File: config.mk
export PLATFORM = sky130hd
export DESIGN_NAME = dcs_spi_slave
export DESIGN_NICKNAME = d
export VERILOG_FILES = /design/src/rtl/dcs_pkg.sv /design/src/rtl/dcs_spi_edges.sv /design/src/rtl/dcs_shift.sv /design/src/rtl/dcs_frame_len.sv /design/src/rtl/dcs_spi_slave.sv
export SDC_FILE = /design/constraint.sdc
export NUM_CORES = 1
export LEC_CHECK = 0
export BUFFER_PORTS_ARGS = -buffer_cell sky130_fd_sc_hd__clkbuf_2
export CAP_MARGIN = 20
export CELL_PAD_IN_SITES_DETAIL_PLACEMENT = 1
export CELL_PAD_IN_SITES_GLOBAL_PLACEMENT = 1
export CORE_MARGIN = 8
export CORE_UTILIZATION = 41
export CTS_CLUSTER_DIAMETER = 50
export DETAILED_ROUTE_END_ITERATION = 10
export PLACE_DENSITY = 0.75
export SLEW_MARGIN = 30
export SYNTH_ARGS = -nofsm -noshare
export SYNTH_HDL_FRONTEND = slang
export SYNTH_HIERARCHICAL = 1
export SYNTH_SLANG_ARGS = --single-unit
File: constraint.sdc
create_clock -name clk -period 1.7 [get_ports clk]
set_clock_uncertainty 0.1 [all_clocks]
set_input_delay 0.17 -clock clk [delete_from_list [all_inputs] [get_ports clk]]
set_output_delay 0.17 -clock clk [all_outputs]
set_load 0.02 [all_outputs]
File: src/rtl/dcs_pkg.sv
// Shared types for the chainable SPI receiver.
// Assumes nothing beyond a single system clock domain.
package dcs_pkg;
    // One-clock event flags decoded from the sampled serial pins
    typedef struct packed {
        logic cs_fall;
        logic cs_rise;
        logic sck_rise;
        logic sck_fall;
    } spi_ev_t;
endpackage

File: src/rtl/dcs_spi_edges.sv
// Decodes chip-select and serial-clock edges into one-cycle event flags.
// Assumes csb_n_i and sclk_i are synchronous to clk and are held at least
// one clk period per level. SCLK edges count only while chip select is low.
module dcs_spi_edges
    import dcs_pkg::*;
(
    input  logic    clk,
    input  logic    rst_n,
    input  logic    csb_n_i,
    input  logic    sclk_i,
    output spi_ev_t ev_o
);
    logic csb_q;
    logic sclk_q;

    // Keep the previous pin levels so edges can be detected
    always_ff @(posedge clk) begin
        if (!rst_n) begin
            csb_q  <= 1'b1;
            sclk_q <= 1'b0;
        end else begin
            csb_q  <= csb_n_i;
            sclk_q <= sclk_i;
        end
    end

    // Edge flags, with SCLK edges gated by an active chip select
    always_comb begin
        ev_o.cs_fall  = csb_q & ~csb_n_i;
        ev_o.cs_rise  = ~csb_q & csb_n_i;
        ev_o.sck_rise = ~csb_n_i & sclk_i & ~sclk_q;
        ev_o.sck_fall = ~csb_n_i & ~sclk_i & sclk_q;
    end
endmodule

File: src/rtl/dcs_shift.sv
// Word-wide shift register shared by the outgoing status word and the
// incoming command. At chip-select fall it loads the status word. Each
// rising SCLK edge moves the MSB to the output bit, and each falling edge
// fills the freed LSB from serial input. After WORD_W bit pairs it holds
// the most recent WORD_W received bits.
module dcs_shift
    import dcs_pkg::*;
#(
    parameter int WORD_W = 16
) (
    input  logic              clk,
    input  logic              rst_n,
    input  spi_ev_t           ev_i,
    input  logic              si_i,
    input  logic [WORD_W-1:0] status_i,
    output logic [WORD_W-1:0] word_o,
    output logic              so_bit_o
);
    localparam int MSB = WORD_W - 1;

    logic [WORD_W-1:0] sh_q;
    logic              so_q;

    // Load status, shift out on rise, fill LSB on fall
    always_ff @(posedge clk) begin
        if (!rst_n) begin
            sh_q <= '0;
            so_q <= 1'b0;
        end else if (ev_i.cs_fall) begin
            sh_q <= status_i;
            so_q <= status_i[MSB];
        end else if (ev_i.sck_rise) begin
            so_q <= sh_q[MSB];
            sh_q <= {sh_q[MSB-1:0], 1'b0};
        end else if (ev_i.sck_fall) begin
            sh_q[0] <= si_i;
        end
    end

    assign word_o   = sh_q;
    assign so_bit_o = so_q;
endmodule

File: src/rtl/dcs_frame_len.sv
// Frame length checker. It counts rising SCLK edges modulo WORD_W until
// the first word is complete, then modulo GROUP_W. The frame is legal when
// the first word is complete and the group counter sits at zero.
module dcs_frame_len
    import dcs_pkg::*;
#(
    parameter int WORD_W  = 16,
    parameter int GROUP_W = 8
) (
    input  logic    clk,
    input  logic    rst_n,
    input  spi_ev_t ev_i,
    output logic    frame_ok_o
);
    localparam int CNT_W = $clog2(WORD_W);
    localparam int GRP_W = (GROUP_W > 1) ? $clog2(GROUP_W) : 1;
    localparam logic [CNT_W-1:0] CNT_LAST = CNT_W'(WORD_W - 1);
    localparam logic [GRP_W-1:0] GRP_LAST = GRP_W'(GROUP_W - 1);

    logic [CNT_W-1:0] cnt_q;
    logic [GRP_W-1:0] grp_q;
    logic             done_q;

    // Two-stage counting: first word, then trailing groups
    always_ff @(posedge clk) begin
        if (!rst_n || ev_i.cs_fall) begin
            cnt_q  <= '0;
            grp_q  <= '0;
            done_q <= 1'b0;
        end else if (ev_i.sck_rise) begin
            if (!done_q) begin
                cnt_q  <= cnt_q + 1'b1;
                done_q <= (cnt_q == CNT_LAST);
            end else begin
                grp_q <= (grp_q == GRP_LAST) ? '0 : grp_q + 1'b1;
            end
        end
    end

    assign frame_ok_o = done_q && (grp_q == '0);


    done_clear_chk: assert property (@(posedge clk) disable iff (!rst_n)
        $fell(done_q) |-> $past(ev_i.cs_fall));

    done_set_chk: assert property (@(posedge clk) disable iff (!rst_n)
        $rose(done_q) |-> $past(ev_i.sck_rise));
endmodule

File: src/rtl/dcs_spi_slave.sv
// Chainable SPI command receiver with frame-length validation.
// The status word leaves on so_o while the command arrives on si_i. When
// chip select rises on a legal length, the last WORD_W bits go to cmd_o
// with a one-cycle strobe. The fault flag is ORed onto so_o while selected.
// Assumes all serial pins are synchronous to clk and much slower than it.
module dcs_spi_slave
    import dcs_pkg::*;
#(
    parameter int WORD_W  = 16,
    parameter int GROUP_W = 8
) (
    input  logic              clk,
    input  logic              rst_n,
    input  logic              csb_n_i,
    input  logic              sclk_i,
    input  logic              si_i,
    output logic              so_o,
    input  logic [WORD_W-1:0] status_i,
    input  logic              fault_i,
    output logic [WORD_W-1:0] cmd_o,
    output logic              commit_o
);
    spi_ev_t           ev;
    logic [WORD_W-1:0] word;
    logic              so_bit;
    logic              frame_ok;

    dcs_spi_edges u_edges (
        .clk     (clk),
        .rst_n   (rst_n),
        .csb_n_i (csb_n_i),
        .sclk_i  (sclk_i),
        .ev_o    (ev)
    );

    dcs_shift #(.WORD_W(WORD_W)) u_shift (
        .clk      (clk),
        .rst_n    (rst_n),
        .ev_i     (ev),
        .si_i     (si_i),
        .status_i (status_i),
        .word_o   (word),
        .so_bit_o (so_bit)
    );

    dcs_frame_len #(.WORD_W(WORD_W), .GROUP_W(GROUP_W)) u_len (
        .clk        (clk),
        .rst_n      (rst_n),
        .ev_i       (ev),
        .frame_ok_o (frame_ok)
    );

    // Commit the received word at chip-select rise on a legal frame only
    always_ff @(posedge clk) begin
        if (!rst_n) begin
            cmd_o    <= '0;
            commit_o <= 1'b0;
        end else begin
            commit_o <= ev.cs_rise && frame_ok;
            if (ev.cs_rise && frame_ok) begin
                cmd_o <= word;
            end
        end
    end

    // Serial output: quiet when deselected, fault ORed in when selected
    assign so_o = ~csb_n_i & (so_bit | fault_i);


    commit_on_valid_chk: assert property (@(posedge clk) disable iff (!rst_n)
        ev.cs_rise |=> (commit_o == $past(frame_ok)));

    cmd_hold_chk: assert property (@(posedge clk) disable iff (!rst_n)
        !commit_o |-> $stable(cmd_o));

    commit_pulse_chk: assert property (@(posedge clk) disable iff (!rst_n)
        commit_o |=> !commit_o);
endmodule

## After elaboration in Yosys (flattened, before gate mapping)

Cells that the tools add are included.

- Bits in read-only memories: 0
- Input bits: 22
- Register bits: 44
- Memory bits (writable): 0
- Memories kept: 0
- Output and inout bits: 18
- Latch bits: 0

- Magnitude comparators: 0
- Bitwise logic cells: 13
- Reduce and logical (&&, ||, !) cells: 9
- Shift operators: 0
- Eq/ne operators: 2
- $add $sub $neg: 2
- Mux-type cells: 8
- Divide/modulo/power cells: 0
- Multiply operators: 0

Operators with widths:

| operator | number |
|---|---|
| $mux W16 | 1 |
| $mux W15 | 1 |
| $and A1 B1 Y1 | 7 |
| $mux W1 | 5 |
| $not A1 Y1 | 5 |
| $add A4 B1 Y4 const B | 1 |
| $eq A4 B4 Y1 const B | 1 |
| $reduce_and A2 Y1 | 2 |
| $add A3 B1 Y3 const B | 1 |
| $eq A3 B3 Y1 const B | 1 |
| $logic_not A3 Y1 | 1 |
| $mux W3 | 1 |
| $reduce_bool A3 Y1 | 1 |
| $logic_and A1 B1 Y1 | 2 |
| $reduce_bool A2 Y1 | 1 |
| $logic_not A1 Y1 | 1 |
| $logic_or A1 B1 Y1 | 1 |
| $or A1 B1 Y1 | 1 |

## Logic depth before layout (Yosys ltp)

- Depth in word-level cells: 6
- Gate-level depth with buffers: 7
- Depth with buffers taken out: 5

## Hierarchy

The synthesis kept the hierarchy.

By module, submodules not included:

| module | area each (um2) | instances | cells each |
|---|---|---|---|
| dcs_shift | 792.0 | 1 | 74 |
| dcs_spi_slave | 709.4 | 1 | 78 |
| dcs_frame_len | 384.1 | 1 | 43 |
| dcs_spi_edges | 86.3 | 1 | 8 |

## Least setup slack after synthesis

No wires, ideal clock.

- Path type: reg-to-reg
- Start point: reg u_len.grp_q[0]
- End point: reg cmd_o[10]
- Data required time: 1,533 ps
- Stages on the path, launching flop included: 8
- Period minus slack after synthesis: 1,462 ps
- Library setup time: 67 ps
- Arrival: 1,295 ps
- Path buffers: 2
- Path slack: 238 ps
- Cell sequence: dfxtp_1 -> inv_1 -> ha_1 -> and3b_2 -> buf_2 -> and2_4 -> buf_12 -> o21ai_2

- Word-level cells in the longest chain between the ends: 3

RTL lines:

| element | line | RTL |
|---|---|---|
| start, declared | dcs_frame_len.sv:21 | `logic [GRP_W-1:0] grp_q;` |
| start signal, assigned | dcs_frame_len.sv:35 | `grp_q <= (grp_q == GRP_LAST) ? '0 : grp_q + 1'b1;` |
| $logic_not A3 Y1 | dcs_frame_len.sv:40 | `assign frame_ok_o = done_q && (grp_q == '0);` |
| $logic_and A1 B1 Y1 | dcs_frame_len.sv:40 |  |
| net frame_ok | dcs_spi_slave.sv:26 | `logic frame_ok;` |
| $logic_and A1 B1 Y1 | dcs_spi_slave.sv:60 | `if (ev.cs_rise && frame_ok) begin` |
| end signal, assigned | dcs_spi_slave.sv:61 | `cmd_o <= word;` |
| end, declared | dcs_spi_slave.sv:20 | `output logic [WORD_W-1:0] cmd_o,` |

The timed path passes the listed nets, and every way through them passes these cells.
A chain may end at the register's enable or synchronous reset.

## Worst setup path after layout

- Start point: reg u_len.grp_q[1]
- End point: reg cmd_o[15]

Same word-level chain as after synthesis.

==> key figures <==
Setup path
  – Crit Path Max Fanout: 16
  – Critical path depth: 5
  – Setup crit start kind: register
  – R2R cell count: 5
  – Crit path DAT: 1.53 ns
  – Crit path largest cell delay: 0.35 ns
  – RR Endpoint: cmd_o[15]
  – Flop-to-flop setup slack: 0.24 ns
  – CP Data Required Time: 1.77 ns
  – Worst Setup End Kind: register
  – CP top delay family: simple AND/OR/NAND/NOR gates
  – Worst setup path startpoint: u_len/grp_q[1]
  – Setup crit end: cmd_o[15]
  – CP Class: reg2reg
  – Buf+Inv Stages, Crit Path: 1
  – Critical-path top delay cell: dfxtp_1
  – RR Startpoint: u_len/grp_q[1]
  – CP Cell Sequence: inv_1 -> ha_1 -> and3b_2 -> and2_4 -> o21ai_0

STA
  – RSZ-0062 raised after global routing: no
  – Final min period: around 1.5 ns
  – Worst slew margin: 0.665
  – Final hold vios: 0
  – Post-Route Setup TNS: 0 ns
  – Tightest Pin Transition: ~0.50 ns
  – Final slew viol count: 0
  – F_max: approximately 680 MHz
  – Final Cycle Share: 0.860
  – Setup violators final: 0

Yosys
  – Post-synth ARST share: 0
  – Simple logic cell fraction of the synthesized area: 0.218
  – Distinct cells, synth: 37
  – Post-synthesis mux area share: 0.0914
  – Ranking of synthesized cells by area: dfxtp_1, mux2i_1, a211oi_1
  – Syn Std Cell Area: 0.00197 mm2
  – Cell count after synthesis: 203
  – Yosys reg bits: 44
  – Post-synth EDFFs: 0
  – Ys flop type: dfxtp_1
  – Top cell type's share of synthesized area: 0.447
  – Synthesis warning total: 6
  – Syn_nets: 229
  – Largest family of logic cells by synthesized area: simple AND/OR/NAND/NOR gates
  – Leading area contributor after synthesis: dfxtp_1
  – Complex-gate fraction of the synthesized area: 0.142
  – Post-synthesis xor/xnor area fraction: 0.00888
  – Adder-Cell Fraction of Synth Area: 0.0254
  – Post-Syn Area per Cell: 9.71 um2
  – Seq/Total Area, Yosys: 0.447

Clock tree
  – Max clock buf depth: 2
  – H-tree Lvls: 2
  – Post-CTS Resized: 0
  – Clk Latency, worst-skew pair: 0.29 ns
  – Clock Sinks: 44
  – Reg clk slew, reported paths: around 0.08 ns
  – # Post-CTS Setup Buffers: 0
  – Root buf cell: clkbuf_8
  – Cts bufs inserted: 5
  – Hold-fix buffers, CTS: 0
  – CTS tree: yes

Detailed routing
  – Drt pass-1 iters: 4
  – Drc violations: 0
  – Detail Route Antenna Nets: 0
  – DRT iter0 DRCs: 69
  – Wirelength per Cell: 15.6 um
  – Via count: 1558
  – Vias per inst: 5.23
  – Post-Route WL: 4660 um

Place
  – Placer congestion estimate: 0.725
  – Inst Count DP: 290
  – DP HPWL: about 3500 um
  – # port buffers: 39

Min path
  – Worst min path class: in2reg
  – Hold path startpoint: status_i[0]
  – Worst hold path depth: 3

Floorplan
  – # IOs: 40
  – Core Area: around 0.0047 mm2
  – Full die area: 0.00728 mm2
  – Die Wd: 85.4 um
  – Initial Utilization: 0.420
  – Row count: 25
  – Height of the die: 85.4 um

Run status
  – Status: complete, no violations

Final layout
  – Fin cells: 298
  – Syn-to-layout area delta: 15.5%
  – Layout net count: 269
  – Filler cell count: 586
  – Number of diodes: 0
  – Layout cells sized above 1: 0.287

Global route
  – All-layer global routing usage: 0.136
  – Initial antenna violation count: 0
  – First-pass GRT wire length: 8010 um
  – Total global routing overflow: 0
  – Largest net degree at the start of global routing: 26
  – Vias in the first global route: 1646

Power
  – Pwr dens: 844 mW/mm2
  – Peak VDD IR: 439 uV
  – Leakage power: about 0.91 nW

Flow run
  – Max cap viols: 0
## Yosys cell counts (2+ instances only)
cell type  number
nor2_1          7
buf_12          2
inv_1           3
nand2_1        21
nand3_1         3
buf_2           5
nand2b_1        3
o21ai_0         7
dfxtp_1        44
ha_1            4
o21ai_2        10
mux2i_1        18
a21oi_1         4
buf_4           2
nand4_1        16
nor2b_1        16
clkbuf_1        2
a211oi_1       16
buf_6           2
## layout by cell type, fill, tap and decap left out, types with 4 or more instances in the layout
master     n
clkbuf_2  39
a21oi_1    4
o21ai_0    7
nand4_1   16
ha_1       4
buf_4      9
nand2_1   21
dfxtp_1   44
a211oi_1  16
nor2b_1   16
clkbuf_8   5
o21ai_2   10
nor2_1     7
mux2i_1   18
## per-stage QoR
stage	hold WS [ns]	area (um2)	util	total power [mW]	setup slack, ns
floorplan	0.143	1970	-	1.24	0.238
global placement	0.316	2190	0.467	1.30	0.290
detailed placement	0.332	2190	0.467	1.30	0.218
CTS	0.0265	2280	0.485	1.95	0.204
global route	0.0342	2280	0.485	2.01	0.102
finish	0.0370	2280	0.485	1.92	0.238
## routing by layer
metal	GRT usage	part of all wire	vias to the layer above
met5	0	0	-
met3	0.0405	0.050	2
li1	-	-	801
met1	0.170	0.48	730
met4	0.0382	0.0052	0
met2	0.219	0.46	25
## worst min-delay path by stage
| stage | to | slack, ns |
|---|---|---|
| 2_1_floorplan | u_edges/csb_q | 0.14 |
| 3_3_place_gp | u_shift/word_o[0] | 0.32 |
| 3_5_place_dp | u_edges/sclk_q | 0.33 |
| 4_1_cts | u_shift/word_o[0] | 0.03 |
| 5_1_grt | u_shift/word_o[0] | 0.03 |
| 6_report | u_shift/word_o[0] | 0.04 |
## layout make-up
cell class	count	area (um2)	share of cell area
clock buffer	5	68.8	0.0302
clock inverter	3	18.8	0.00824
inverter	4	15.0	0.00659
multi-input combinational	140	963	0.423
sequential	44	881	0.387
tap	54	67.6	0.0297
timing repair buffer	48	263	0.115
## state kept, by name, indices dropped and copies added, names as in the netlist
name              cells
u_shift/so_bit_o      1
u_len/cnt_q           4
commit_o              1
u_len/done_q          1
u_len/grp_q           3
u_shift/word_o       16
u_edges/csb_q         1
u_edges/sclk_q        1
cmd_o                16
## where the power goes
part           leakage (nW)  internal (mW)  switching (mW)
clock                0.0479          0.287           0.354
sequential            0.359           1.07          0.0327
combinational         0.504         0.0851          0.0976
total                 0.911           1.44           0.484
## worst reg2reg max path, cell delays in order (launching register included)
cell,delay [ns]
dfxtp_1,0.35
inv_1,0.07
ha_1,0.12
and3b_2,0.26
and2_4,0.31
o21ai_0,0.14
## cell families after synthesis
| logic type | after synthesis |
|---|---|
| muxes | 18 |
| DFF | 44 |
| AOI/OAI and AO/OA | 39 |
| adders and majority gates | 4 |
| and+or+nand+nor | 77 |
| buffers and inverters | 19 |
| xor gates and xnor gates | 2 |
(Power assumes the default switching activity.)
